### src/rtl/mac_pkg.sv
package mac_pkg;
    typedef enum logic [1:0] {
        OP_MPY = 2'b00,
        OP_MAC = 2'b01,
        OP_MSU = 2'b10,
        OP_NOP = 2'b11
    } mac_op_e;

    typedef enum logic [1:0] {
        SRC_TREG = 2'b00,
        SRC_DBUS = 2'b01,
        SRC_PBUS = 2'b10,
        SRC_ACCH = 2'b11
    } mac_src_e;
endpackage

### src/rtl/mac_opsel.sv
module mac_opsel #(
    parameter int DW = 16
) (
    input  logic [1:0]        sel,
    input  logic              sgn,
    input  logic [DW-1:0]     t_val,
    input  logic [DW-1:0]     dbus,
    input  logic [DW-1:0]     pbus,
    input  logic [DW:0]       fb,
    output logic signed [DW:0] opnd
);
    logic [DW-1:0] word;

    always_comb begin
        unique case (sel)
            mac_pkg::SRC_TREG: word = t_val;
            mac_pkg::SRC_DBUS: word = dbus;
            default:           word = pbus;
        endcase
        if (sel == mac_pkg::SRC_ACCH) begin
            opnd = $signed(fb);
        end else begin
            opnd = $signed({sgn & word[DW-1], word});
        end
    end
endmodule

### src/rtl/mac_mult.sv
module mac_mult #(
    parameter int DW = 16,
    parameter int AW = 40
) (
    input  logic signed [DW:0] x,
    input  logic signed [DW:0] y,
    input  logic               frac,
    output logic [AW-1:0]      prod
);
    localparam int PW = 2 * DW + 2;

    logic signed [PW-1:0] raw;
    logic [AW-1:0]        wide;

    always_comb begin
        raw  = x * y;
        wide = {{(AW-PW){raw[PW-1]}}, raw};
        prod = frac ? {wide[AW-2:0], 1'b0} : wide;
    end
endmodule

### src/rtl/mac_sat.sv
module mac_sat #(
    parameter int DW = 16,
    parameter int AW = 40
) (
    input  logic [AW:0]   sum,
    input  logic          sat_en,
    output logic [AW-1:0] res,
    output logic          ovf
);
    localparam logic [AW:0] MAXV = {{(AW-2*DW+2){1'b0}}, {(2*DW-1){1'b1}}};
    localparam logic [AW:0] MINV = ~MAXV;

    logic above, below;

    always_comb begin
        above = $signed(sum) > $signed(MAXV);
        below = $signed(sum) < $signed(MINV);
        ovf   = sat_en & (above | below);
        if (sat_en && above) begin
            res = MAXV[AW-1:0];
        end else if (sat_en && below) begin
            res = MINV[AW-1:0];
        end else begin
            res = sum[AW-1:0];
        end
    end
endmodule

### src/rtl/mac_dual_acc.sv
module mac_dual_acc #(
    parameter int DW = 16,
    parameter int GW = 8
) (
    input  logic              clk,
    input  logic              rst_n,
    input  logic              en,
    input  logic [1:0]        op,
    input  logic              dst,
    input  logic [1:0]        x_sel,
    input  logic              x_signed,
    input  logic [1:0]        y_sel,
    input  logic              y_signed,
    input  logic              fb_sel,
    input  logic              frac,
    input  logic              sat_en,
    input  logic [DW-1:0]     t_val,
    input  logic [DW-1:0]     dbus,
    input  logic [DW-1:0]     pbus,
    input  logic              clr_ovf_a,
    input  logic              clr_ovf_b,
    output logic [2*DW+GW-1:0] acc_a,
    output logic [2*DW+GW-1:0] acc_b,
    output logic              ovf_a,
    output logic              ovf_b
);
    localparam int AW = 2 * DW + GW;

    typedef struct packed {
        logic [AW-1:0] acc_a;
        logic [AW-1:0] acc_b;
        logic          ovf_a;
        logic          ovf_b;
    } state_t;

    state_t st_d, st_q;

    logic [DW:0]        fb;
    logic [1:0]         sel_v [2];
    logic               sgn_v [2];
    logic signed [DW:0] opnd_v [2];
    logic [AW-1:0]      prod;
    logic [AW-1:0]      cur;
    logic [AW:0]        sum;
    logic [AW-1:0]      res;
    logic               clamp;
    logic               active;

    assign fb       = fb_sel ? st_q.acc_b[2*DW:DW] : st_q.acc_a[2*DW:DW];
    assign sel_v[0] = x_sel;
    assign sel_v[1] = y_sel;
    assign sgn_v[0] = x_signed;
    assign sgn_v[1] = y_signed;

    for (genvar i = 0; i < 2; i++) begin : g_opnd
        mac_opsel #(.DW(DW)) u_sel (
            .sel   (sel_v[i]),
            .sgn   (sgn_v[i]),
            .t_val (t_val),
            .dbus  (dbus),
            .pbus  (pbus),
            .fb    (fb),
            .opnd  (opnd_v[i])
        );
    end

    mac_mult #(.DW(DW), .AW(AW)) u_mult (
        .x    (opnd_v[0]),
        .y    (opnd_v[1]),
        .frac (frac),
        .prod (prod)
    );

    always_comb begin
        cur = dst ? st_q.acc_b : st_q.acc_a;
        unique case (op)
            mac_pkg::OP_MAC: sum = {cur[AW-1], cur} + {prod[AW-1], prod};
            mac_pkg::OP_MSU: sum = {cur[AW-1], cur} - {prod[AW-1], prod};
            default:         sum = {prod[AW-1], prod};
        endcase
    end

    mac_sat #(.DW(DW), .AW(AW)) u_sat (
        .sum    (sum),
        .sat_en (sat_en),
        .res    (res),
        .ovf    (clamp)
    );

    assign active = en && (op != mac_pkg::OP_NOP);

    always_comb begin
        st_d = st_q;
        if (clr_ovf_a) st_d.ovf_a = 1'b0;
        if (clr_ovf_b) st_d.ovf_b = 1'b0;
        if (active) begin
            if (dst) begin
                st_d.acc_b = res;
                if (clamp) st_d.ovf_b = 1'b1;
            end else begin
                st_d.acc_a = res;
                if (clamp) st_d.ovf_a = 1'b1;
            end
        end
    end

    always_ff @(posedge clk or negedge rst_n) begin
        if (!rst_n) begin
            st_q <= '0;
        end else begin
            st_q <= st_d;
        end
    end

    assign acc_a = st_q.acc_a;
    assign acc_b = st_q.acc_b;
    assign ovf_a = st_q.ovf_a;
    assign ovf_b = st_q.ovf_b;
endmodule

### config.mk
export PLATFORM = sky130hd
export DESIGN_NAME = mac_dual_acc
export DESIGN_NICKNAME = d
export VERILOG_FILES = /design/src/rtl/mac_pkg.sv /design/src/rtl/mac_opsel.sv /design/src/rtl/mac_mult.sv /design/src/rtl/mac_sat.sv /design/src/rtl/mac_dual_acc.sv
export SDC_FILE = /design/constraint.sdc
export NUM_CORES = 1
export LEC_CHECK = 0
export BUFFER_PORTS_ARGS = -buffer_cell sky130_fd_sc_hd__buf_2
export CELL_PAD_IN_SITES_DETAIL_PLACEMENT = 1
export CELL_PAD_IN_SITES_GLOBAL_PLACEMENT = 1
export CORE_MARGIN = 2
export CORE_UTILIZATION = 40
export CTS_BUF_LIST = sky130_fd_sc_hd__clkbuf_16
export DETAILED_ROUTE_END_ITERATION = 12
export PLACE_DENSITY_LB_ADDON = 0.1
export RECOVER_POWER = 50
export SYNTH_ARGS = -nofsm -noshare
export SYNTH_HDL_FRONTEND = slang
export SYNTH_SLANG_ARGS = --single-unit
### constraint.sdc
create_clock -name clk -period 10 [get_ports clk]
set_clock_uncertainty 0.05 [all_clocks]
set_input_delay 3 -clock clk [delete_from_list [all_inputs] [get_ports clk]]
set_output_delay 3 -clock clk [all_outputs]
set_load 0.01 [all_outputs]
# Word-level counts from Yosys, hierarchy flattened
# Cells that the tools add are included.
# W data, S select, Z words.
dict set report word_totals {
  input_bits 65
  latch_bits 0
  rom_bits 0
  mem_count 0
  ram_bits 0
  reg_bits 82
  out_inout_bits 82
  wordCells 45
}
dict set report op_classes {
  n_reduce_logical 7
  n_bitwise 5
  mux 17
  shifts 0
  mul 1
  addsub 2
  n_eq_ne 7
  div 0
  order_cmp 2
}
# operator n
set ops {}
lappend ops {{$mux W40} 3}
lappend ops {{$pmux W41 S2} 1}
lappend ops {{$pmux W16 S2} 2}
lappend ops {{$mux W17} 3}
lappend ops {{$add A40 B35 Y41} 1}
lappend ops {{$gt A41 B32 Y1 const B} 1}
lappend ops {{$lt A41 B32 Y1 const B} 1}
lappend ops {{$sub A40 B35 Y41} 1}
lappend ops {{$mul A17 B17 Y34} 1}
lappend ops {{$mux W34} 1}
lappend ops {{$eq A2 B1 Y1 const B} 3}
lappend ops {{$eq A2 B2 Y1 const B} 3}
lappend ops {{$mux W1} 6}
lappend ops {{$logic_not A2 Y1} 2}
lappend ops {{$reduce_and A2 Y1} 2}
lappend ops {{$and A1 B1 Y1} 3}
lappend ops {{$logic_and A1 B1 Y1} 3}
lappend ops {{$mux W2} 1}
lappend ops {{$ne A2 B2 Y1 const B} 1}
lappend ops {{$not A1 Y1} 1}
lappend ops {{$or A1 B1 Y1} 1}

# Logic depth before layout (Yosys ltp)
# Gate-level depths: netlist of the first run.
dict set report depth {
  depth_word 14
  ltp_mapped 50
  ltp_nobuf 44
}

# Hierarchy
# Synthesis of the first run repeated with hierarchy kept, for this count alone.
dict set report unflattened {
  cells_unflattened 2198
  hier_area_um2 20028.0
}
# mod seq_area_each_um2 cells_per_inst area_per_inst_um2 n_inst
set modules_own_cells {}
lappend modules_own_cells {mac_mult 0.0 1273 11382.2 1}
lappend modules_own_cells {mac_dual_acc 2052.0 809 7272.0 1}
lappend modules_own_cells {mac_opsel 0.0 27 430.4 2}
lappend modules_own_cells {mac_sat 0.0 62 513.0 1}

# Worst setup path before layout of the first run
# OpenSTA, ideal clock, no wires.
dict set report synth_timing {
  kind {input to register}
  start {input port fb_sel}
  end {register st_q (netlist bit acc_b[35])}
  setup_ns 0.076
  slack_ns -4.068
  path_stages 44
  n_path_buf 5
  t_arrival_ns 13.942
  required_time_ns 9.874
  path_cell_list {clkbuf_1 -> clkbuf_1 -> mux2_2 -> nor2_1 -> o21ai_0 -> o21a_1 -> clkbuf_1 -> nand2_1 -> fa_1 -> fa_1 -> fa_1 -> fa_1 -> inv_1 -> fa_1 -> inv_1 -> fa_1 -> inv_1 -> ha_1 -> [... 8 more ...] -> nor2b_1 -> mux2i_1 -> a221o_1 -> ha_1 -> clkbuf_1 -> nand4_1 -> nor4b_1 -> o31ai_1 -> and3_1 -> a31oi_1 -> xor2_1 -> o41ai_1 -> nand4_1 -> o41ai_1 -> nor2_4 -> buf_6 -> a31o_1 -> o21ai_1}
}
dict set report synth_between {
  elab_chain_cells 10
  elab_cells_between_ends 14
  cone_classes {add/sub (2); mul (1); order compare (2); mux (7); reduce/logical (2)}
}
# element line_no
set synth_lines {}
lappend synth_lines {{from (decl)} mac_dual_acc.sv:14} ;# input logic fb_sel,
lappend synth_lines {{$mux W17 *} mac_dual_acc.sv:49} ;# assign fb = fb_sel ? st_q.acc_b[2*DW:DW] : st_q.acc_a[2*DW:DW];
lappend synth_lines {{$mux W17} mac_opsel.sv:20} ;# if (sel == mac_pkg::SRC_ACCH) begin
lappend synth_lines {{$mul A17 B17 Y34 *} mac_mult.sv:16} ;# raw = x * y;
lappend synth_lines {{$mux W34} mac_mult.sv:18} ;# prod = frac ? {wide[AW-2:0], 1'b0} : wide;
lappend synth_lines {{$sub A40 B35 Y41 / $add A40 B35 Y41 (equally long branches)} {mac_dual_acc.sv:78, mac_dual_acc.sv:77}}
lappend synth_lines {{$pmux W41 S2 *} mac_dual_acc.sv:76} ;# unique case (op)
lappend synth_lines {{$lt A41 B32 Y1} mac_sat.sv:17} ;# below = $signed(sum) < $signed(MINV);
lappend synth_lines {{$logic_and A1 B1 Y1} mac_sat.sv:21} ;# end else if (sat_en && below) begin
lappend synth_lines {{$mux W40} mac_sat.sv:21}
lappend synth_lines {{$mux W40 *} mac_sat.sv:19} ;# if (sat_en && above) begin
lappend synth_lines {{to (signal assigned)} mac_dual_acc.sv:111} ;# st_q <= st_d;
lappend synth_lines {{to (decl)} mac_dual_acc.sv:36} ;# state_t st_d, st_q;
# Every way passes the cells marked *; elsewhere a longest branch is shown, timed or not.
# A chain may end at the register's enable or synchronous reset.

# Worst setup path in the final report of the first run
dict set report layout_timing {
  start {input port fb_sel}
  end {register st_q (netlist bit acc_a[18])}
}
# The elaborated chain is that of the path after synthesis.

==> tab_implementation.tex, run 1 <==
\begin{tabular}{lr}
\hline
Metric & Value \\
\hline
\multicolumn{2}{l}{\textbf{Synthesis}} \\
Post-synthesis share of cell area spent on and, or, nand and nor gates & 17.2\% \\
Post-Syn Instances & 2,513 \\
Post-synthesis compound-gate area fraction & 17.4\% \\
Dominant combinational cell family by area after synthesis & adder cells \\
Most area-hungry cell type in the Yosys netlist & sky130\_fd\_sc\_hd\_\_fa\_1 \\
Mean instance size in the synthesized netlist & 8.26 µm² \\
Post-Synthesis Net Count & 3,003 \\
Predominant post-synthesis flop cell & sky130\_fd\_sc\_hd\_\_dfrtp\_1 \\
Netlist Area Pre-Place & 20,800 µm² \\
Proportion of netlist area held by the largest area contributor & 28.6\% \\
Post-synthesis register bit count & 82 \\
Number of different library cells in the post-synthesis netlist & 98 \\
Area share of fa/ha/maj cells after synthesis & 36.3\% \\
FFs w/ async S/R, synth & 100\% \\
Cells taking the most area after synthesis & sky130\_fd\_sc\_hd\_\_fa\_1 (29\%), sky130\_fd\_sc\_hd\_\_dfrtp\_1 (9.9\%), sky130\_fd\_sc\_hd\_\_ha\_1 (7.7\%) \\
Portion of the post-synthesis area used by sequential elements & 9.88\% \\
Multiplexer share of the synthesized area & 7.01\% \\
Number of warnings printed during yosys synthesis & 0 \\
Post-synth EDFFs & 0 \\
Synth Area in XOR/XNOR & 3.37\% \\
\multicolumn{2}{l}{\textbf{Finish}} \\
Layout cells sized above 1 & 37.5\% \\
Multi-input gate area in the final layout & 18,500 µm² \\
Post-layout nets & 3,732 \\
FF/Latch Area & 2050 µm² \\
Fill count & 6,097 \\
Final instance count without filler cells & 3,927 \\
Area growth from synthesis to final layout & 42.5\% \\
Number of inserted diodes & 0 \\
\multicolumn{2}{l}{\textbf{Critical path}} \\
Category of the worst setup path capture point & flop \\
Signal arrival time at the worst endpoint & 13.95 ns \\
Startpoint kind of the worst setup timing path & primary input \\
Crit path max-delay family & adder cells \\
Worst endpoint required time & 10.25 ns \\
Classification of the worst setup path & primary input to flop \\
CP Buf/Inv Count & 14 \\
Worst-path cell with the longest stage delay & sky130\_fd\_sc\_hd\_\_or4b\_4 \\
Critical path fanouts, max & 6 \\
Max stage delay on crit path & 0.61 ns \\
\multicolumn{2}{l}{\textbf{Detailed routing}} \\
Via/cell ratio & 5.47 \\
Detailed-route wire length per cell & 23.1 µm \\
Violation count after the first detailed-route iteration & 1,153 \\
Vias & 21,500 \\
Routed WL & 90.9 mm \\
Total iterations of the first detailed-routing run & 4 \\
Detailed-route DRC error count & 0 \\
ANT nets after route & 0 \\
\multicolumn{2}{l}{\textbf{Clock tree}} \\
Clock transition at path regs & 0.06 ns \\
Clock latency at the later pin of the worst-skew pair & 0.37 ns \\
CTS Buf Count & 9 \\
H-Tree Level Count & 3 \\
Maximum number of buffers from clock root to sink & 2 \\
Clock root cell & sky130\_fd\_sc\_hd\_\_clkbuf\_16 \\
CTS tree & built \\
Number of sinks on the clock net & 82 \\
\multicolumn{2}{l}{\textbf{Place}} \\
Number of I/O port buffers & 146 \\
Total placed cells including tap cells & 3,846 \\
Detailed-placement wirelength estimate & 73.9 mm \\
Routability-driven placement congestion ratio & 0.966 \\
\multicolumn{2}{l}{\textbf{Outcome}} \\
Outcome & finished, violations left \\
Failing checks & max-capacitance violations, max-slew violations, negative setup slack \\
\multicolumn{2}{l}{\textbf{Floorplan}} \\
I/O pin count & 147 \\
Core outline area & 51,300 µm² \\
Die Wd & 232 µm \\
Number of rows created at floorplan & 83 \\
Area of the die & 53,700 µm² \\
Starting density of the core & 40.5\% \\
Floorplan die height & 232 µm \\
\multicolumn{2}{l}{\textbf{Global route}} \\
Pin count of the biggest net entering global routing & 83 \\
Antenna violations before repair & 0 \\
First-pass GRT wire length & 140 mm \\
Total Routing Usage GR & 33.9\% \\
Grt ovf & 0 \\
Via count of the first global-routing pass & 23,700 \\
\multicolumn{2}{l}{\textbf{Flow run}} \\
Max-capacitance violation count & 1 \\
\multicolumn{2}{l}{\textbf{Timing}} \\
Count of endpoints failing setup in the final report & 82 \\
Worst Setup Slack, final & -3.70 ns \\
Number of slew-limit violations in the final report & 83 \\
Hold Violations, Final & 0 \\
Total negative setup slack & -295.81 ns \\
Setup repair after global routing missed its margin & yes \\
Worst rel slew slack & -222\% \\
Share of the clock period used by the worst path & 137\% \\
Tmin final & 13.70 ns \\
Worst Tran Pin Value & 4.83 ns \\
Maximum clock rate & 73.0 MHz \\
\multicolumn{2}{l}{\textbf{Worst hold path}} \\
Worst hold path type & flop to flop \\
\hline
\end{tabular}
## what timing repair did
item,in CTS,in global routing
hold buffers,0,0
endpoints found under the setup margin,82,82
resized for setup,199,139
cloned,6,1
pin swaps,62,62
setup buffers,41,21
## metrics by stage
stage | setup slack, ns | instance area (µm²) | hold slack, ns | util (%)
6_report | -3.70 | 29600 | 0.457 | 57.7
5_1_grt | -3.90 | 29600 | 0.502 | 57.7
4_1_cts | -3.43 | 28900 | 0.466 | 56.3
3_5_place_dp | -4.58 | 27100 | 0.444 | 52.8
3_3_place_gp | -4.44 | 27100 | 0.432 | 52.8
2_1_floorplan | -2.92 | 21300 | 0.479 | -
## worst min-delay path, cell delays in order, from the launching register on
cell,delay [ns]
sky130_fd_sc_hd__dfrtp_1,0.35
sky130_fd_sc_hd__nand2_1,0.05
sky130_fd_sc_hd__o21ai_1,0.06
## final cells by class
cell class / count / share of cell area, %
Clock buffer: 9 / 0.761
Multi-Input combinational cell: 1963 / 62.6
Tap cell: 680 / 2.87
Clock inverter: 7 / 0.503
Sequential cell: 82 / 6.93
Inverter: 343 / 4.37
Timing Repair Buffer: 843 / 22.0
## final timing paths
check / slack, ns / startpoint / end / cells after the start
min in group asynchronous: 4.28 / rst_n / acc_a[36] / 1
hold reg to reg: 0.46 / acc_a[10] / acc_a[10] / 2
hold / removal: 0.46 / acc_a[10] / acc_a[10] / 2
setup reg to reg: -1.25 / acc_a[22] / acc_a[18] / 47
setup / recovery: -3.70 / fb_sel / acc_a[18] / 46
max in group asynchronous: 2.84 / rst_n / acc_a[7] / 1
## synth_stat cells, types with 9 or more instances
cell type / instances
sky130_fd_sc_hd__buf_2: 9
sky130_fd_sc_hd__o21ai_0: 166
sky130_fd_sc_hd__nor2_1: 224
sky130_fd_sc_hd__buf_1: 13
sky130_fd_sc_hd__ha_1: 128
sky130_fd_sc_hd__a31oi_1: 15
sky130_fd_sc_hd__and3_1: 27
sky130_fd_sc_hd__dfrtp_1: 82
sky130_fd_sc_hd__o21a_1: 27
sky130_fd_sc_hd__xnor2_1: 54
sky130_fd_sc_hd__nand4_1: 18
sky130_fd_sc_hd__a21oi_2: 20
sky130_fd_sc_hd__o211ai_1: 22
sky130_fd_sc_hd__mux2i_1: 34
sky130_fd_sc_hd__mux2_2: 65
sky130_fd_sc_hd__and2_1: 38
sky130_fd_sc_hd__a21o_1: 32
sky130_fd_sc_hd__o31ai_1: 10
sky130_fd_sc_hd__mux4_2: 17
sky130_fd_sc_hd__a211oi_1: 18
sky130_fd_sc_hd__clkbuf_1: 94
sky130_fd_sc_hd__nand3_1: 28
sky130_fd_sc_hd__fa_1: 297
sky130_fd_sc_hd__a21oi_1: 118
sky130_fd_sc_hd__xor2_1: 26
sky130_fd_sc_hd__nor2b_1: 13
sky130_fd_sc_hd__nand2_1: 344
sky130_fd_sc_hd__nor3_1: 29
sky130_fd_sc_hd__o21ai_1: 20
sky130_fd_sc_hd__inv_1: 342
## placed cells by master, fill, tap and decap left out, types with 25 or more instances in the layout
cell type / Yosys / routed
sky130_fd_sc_hd__buf_6: 2 / 25
sky130_fd_sc_hd__a21oi_4: 0 / 32
sky130_fd_sc_hd__o21ai_0: 166 / 79
sky130_fd_sc_hd__and2_1: 38 / 28
sky130_fd_sc_hd__inv_1: 342 / 331
sky130_fd_sc_hd__buf_4: 3 / 640
sky130_fd_sc_hd__a21o_1: 32 / 32
sky130_fd_sc_hd__nand2_1: 344 / 334
sky130_fd_sc_hd__mux2i_1: 34 / 34
sky130_fd_sc_hd__nor2_1: 224 / 215
sky130_fd_sc_hd__o21ai_1: 20 / 79
sky130_fd_sc_hd__fa_1: 297 / 290
sky130_fd_sc_hd__o21ai_2: 2 / 27
sky130_fd_sc_hd__ha_1: 128 / 108
sky130_fd_sc_hd__mux2_2: 65 / 55
sky130_fd_sc_hd__dfrtp_1: 82 / 82
sky130_fd_sc_hd__buf_2: 9 / 143
sky130_fd_sc_hd__a21oi_1: 118 / 83
sky130_fd_sc_hd__xnor2_1: 54 / 48
## layer usage
layer | global-route usage, % | up-vias | routed length [µm]
li1 | - | 9841 | -
met1 | 45.6 | 11000 | 40000
met2 | 58.0 | 481 | 44400
met3 | 2.05 | 145 | 2990
met4 | 11.2 | 0 | 3500
met5 | 0 | - | 0
## sequential cells by signal, indices dropped and copies added (netlist names)
register and count:
acc_a 40, acc_b 40, ovf_a 1, ovf_b 1
## logic make-up after synthesis
family | after synthesis
adders and majority gates | 425
AOI/OAI and AO/OA | 557
DFF | 82
and+or+nand+nor | 785
xor gates and xnor gates | 80
buffers and inverters | 468
muxes | 116
Power of run 1 is not shown: default switching activity piles up to over one toggle a cycle in this logic, so the estimate is an artifact.
==> run 2, diff against run 1 <==
--- a/config.mk
+++ b/config.mk
@@ -16,4 +16,5 @@
 export RECOVER_POWER = 50
 export SYNTH_ARGS = -nofsm -noshare
 export SYNTH_HDL_FRONTEND = slang
+export SYNTH_HIERARCHICAL = 1
 export SYNTH_SLANG_ARGS = --single-unit
==> tab_implementation.tex, run 2 <==
\begin{tabular}{lr}
\hline
Metric & Value \\
\hline
\multicolumn{2}{l}{\textbf{Critical path}} \\
Signal arrival time at the worst endpoint & 13.92 ns (-0.03 ns) \\
Classification of the worst setup path & primary input to flop \\
Critical path fanouts, max & 8 (+2) \\
R2R cell count & 46 (-2.1\%) \\
Category of the worst setup path capture point & flop \\
Max stage delay on crit path & 0.58 ns (-0.03 ns) \\
Total number of cells along the worst setup path & 48 (+4.3\%) \\
Startpoint kind of the worst setup timing path & primary input \\
CP Buf/Inv Count & 11 (-3) \\
Worst endpoint required time & 10.20 ns (-0.05 ns) \\
Worst-path cell with the longest stage delay & sky130\_fd\_sc\_hd\_\_mux4\_2 \\
Crit path max-delay family & adder cells \\
\multicolumn{2}{l}{\textbf{Clock tree}} \\
CTS tree & built \\
Clock root cell & sky130\_fd\_sc\_hd\_\_clkbuf\_16 \\
Clock latency at the later pin of the worst-skew pair & 0.37 ns (about the same) \\
Maximum number of buffers from clock root to sink & 2 (unchanged) \\
H-Tree Level Count & 3 (unchanged) \\
Count of hold buffers inserted by post-cts repair & 0 (unchanged) \\
Clock transition at path regs & 0.06 ns (about the same) \\
CTS Buf Count & 9 (unchanged) \\
Number of sinks on the clock net & 82 (unchanged) \\
\multicolumn{2}{l}{\textbf{Detailed routing}} \\
Routed WL & 71.7 mm (-21\%) \\
Via/cell ratio & 5.21 (-4.8\%) \\
Total iterations of the first detailed-routing run & 5 (+1) \\
Detailed-route wire length per cell & 20.7 µm (-10\%) \\
Met1 Routed Length & 30.0 mm (-25\%) \\
Detailed route wirelength on metal3 & 2.24 mm (-25\%) \\
Total length of routed met2 wires & 37.0 mm (-17\%) \\
ANT nets after route & 0 (unchanged) \\
Detailed-route DRC error count & 0 (unchanged) \\
Max Used Layer & met4 \\
Violation count after the first detailed-route iteration & 696 (-40\%) \\
Vias & 18,000 (-16\%) \\
\multicolumn{2}{l}{\textbf{Synthesis}} \\
Post-Syn Instances & 2,198 (-13\%) \\
Post-synthesis register bit count & 82 (unchanged) \\
Mean instance size in the synthesized netlist & 9.11 µm² (+10\%) \\
Post-synth EDFFs & 0 (unchanged) \\
Netlist Area Pre-Place & 20,000 µm² (-3.5\%) \\
Most area-hungry cell type in the Yosys netlist & sky130\_fd\_sc\_hd\_\_fa\_1 \\
Cells taking the most area after synthesis & sky130\_fd\_sc\_hd\_\_fa\_1 (30\%), sky130\_fd\_sc\_hd\_\_dfrtp\_1 (10\%), sky130\_fd\_sc\_hd\_\_mux2\_2 (8.8\%) \\
Top post-synthesis cells by count & sky130\_fd\_sc\_hd\_\_inv\_1 (343), sky130\_fd\_sc\_hd\_\_fa\_1 (297), sky130\_fd\_sc\_hd\_\_nand2\_1 (242) \\
Number of different library cells in the post-synthesis netlist & 77 (-21\%) \\
Proportion of netlist area held by the largest area contributor & 29.7\% (+1.1 points) \\
Post-Synthesis Net Count & 2,688 (-10\%) \\
Predominant post-synthesis flop cell & sky130\_fd\_sc\_hd\_\_dfrtp\_1 \\
Number of warnings printed during yosys synthesis & 6 (+6) \\
Most instantiated library cell after synthesis & sky130\_fd\_sc\_hd\_\_inv\_1 \\
FFs w/ async S/R, synth & 100\% (unchanged) \\
Portion of the post-synthesis area used by sequential elements & 10.2\% (+0.36 points) \\
\multicolumn{2}{l}{\textbf{Outcome}} \\
Failing checks & max-capacitance violations, max-slew violations, negative setup slack \\
Outcome & finished, violations left \\
\multicolumn{2}{l}{\textbf{Global route}} \\
Grt ovf & 0 (unchanged) \\
Via count of the first global-routing pass & 20,700 (-12\%) \\
First-pass GRT wire length & 114 mm (-18\%) \\
Antenna violations before repair & 1 (+1) \\
Pin count of the biggest net entering global routing & 77 (-7.2\%) \\
Total Routing Usage GR & 27.9\% (-6.0 points) \\
\multicolumn{2}{l}{\textbf{Floorplan}} \\
Die Wd & 228 µm (-1.8\%) \\
Area of the die & 51,900 µm² (-3.5\%) \\
I/O pin count & 147 (unchanged) \\
Starting density of the core & 40.2\% (-0.23 points) \\
Core outline area & 49,800 µm² (-3.0\%) \\
Number of rows created at floorplan & 82 (-1.2\%) \\
Floorplan die height & 228 µm (-1.8\%) \\
\multicolumn{2}{l}{\textbf{Timing}} \\
Number of slew-limit violations in the final report & 85 (+2.4\%) \\
Worst Tran Pin Value & 2.97 ns (-1.87 ns) \\
Worst rel slew slack & -97.9\% (+120 points) \\
Maximum clock rate & 72.9 MHz (-0.15\%) \\
Share of the clock period used by the worst path & 137\% (+0.20 points) \\
Tmin final & 13.72 ns (+0.0202 ns) \\
Count of endpoints failing setup in the final report & 82 (unchanged) \\
Final hold slack & 0.475 ns (+0.0182 ns) \\
Hold Violations, Final & 0 (unchanged) \\
Worst Setup Slack, final & -3.72 ns (-0.0202 ns) \\
Setup repair after global routing missed its margin & yes \\
\multicolumn{2}{l}{\textbf{Place}} \\
Detailed-placement wirelength estimate & 57.3 mm (-23\%) \\
Routability-driven placement congestion ratio & 0.906 (-6.3\%) \\
Number of I/O port buffers & 146 (unchanged) \\
\multicolumn{2}{l}{\textbf{Finish}} \\
Most frequent cells in the layout & sky130\_fd\_sc\_hd\_\_buf\_4 (478), sky130\_fd\_sc\_hd\_\_inv\_1 (325), sky130\_fd\_sc\_hd\_\_fa\_1 (282) \\
Layout cells sized above 1 & 38.2\% (+0.75 points) \\
Area growth from synthesis to final layout & 34.8\% \\
Number of inserted diodes & 0 (unchanged) \\
Most frequent standard cell in the layout excluding fill and tap cells & sky130\_fd\_sc\_hd\_\_buf\_4 \\
Post-layout nets & 3,271 (-12\%) \\
\multicolumn{2}{l}{\textbf{Worst hold path}} \\
Worst hold path type & flop to flop \\
Instance count along the most critical hold path & 1 (-1) \\
\multicolumn{2}{l}{\textbf{Flow run}} \\
Max-capacitance violation count & 2 (+1) \\
\hline
\end{tabular}
## run 2: worst paths after layout
check	startpoint	end	slack, ns
worst max-delay path	fb_sel	acc_b[1]	-3.72
worst min-delay path	acc_b[38]	acc_b[38]	0.47
worst max register to register	acc_a[21]	acc_b[1]	-1.24
worst min register to register	acc_b[38]	acc_b[38]	0.47
max in group asynchronous	rst_n	acc_a[18]	3.28
min in group asynchronous	rst_n	acc_a[36]	3.04
## run 2: kinds of logic after synthesis
logic type,Yosys count,share of synthesized area [%]
AOI/OAI and AO/OA,331,10.9
xor gates and xnor gates,109,4.80
adders and majority gates,425,37.7
buffers and inverters,450,9.04
DFF,82,10.2
muxes,194,12.5
and+or+nand+nor,607,14.8
## run 2: through the flow
step / TNS, ns / util, % / setup WS (ns) / instance area [µm²] / std cells
6_report: -300.42 / 54.2 / -3.72 / 27000 / 3458
5_1_grt: -322.05 / 54.2 / -3.98 / 27000 / 3458
4_1_cts: -276.58 / 52.9 / -3.44 / 26300 / 3430
3_5_place_dp: -331.00 / 50.2 / -4.13 / 25000 / 3365
3_3_place_gp: -321.81 / 50.2 / -4.01 / 25000 / 3365
2_1_floorplan: -271.35 / - / -3.36 / 20400 / 2198
## run 2: layer usage
layer,GRT usage [%],vias to the layer above
li1,-,8286
met1,34.1,9328
met2,50.1,315
met3,3.29,100
met4,10.6,0
met5,0,-
## run 2: what timing repair did
| action | CTS | global route |
|---|---|---|
| cloned | 8 | 1 |
| endpoints found under the setup margin | 82 | 82 |
| pin swaps | 34 | 97 |
| buffers inserted | 41 | 29 |
| resized for setup | 112 | 105 |
## run 2: final cells by class
type                            count  area [µm²]
Clock buffer                        9         225
Clock inverter                      7         110
Fill cell                        5768       22800
Inverter                          343        1290
Multi-Input combinational cell   1668       17300
Sequential cell                    82        2050
Tap cell                          672         841
Timing Repair Buffer              677        5190
Power of run 2 is left out for the same reason.
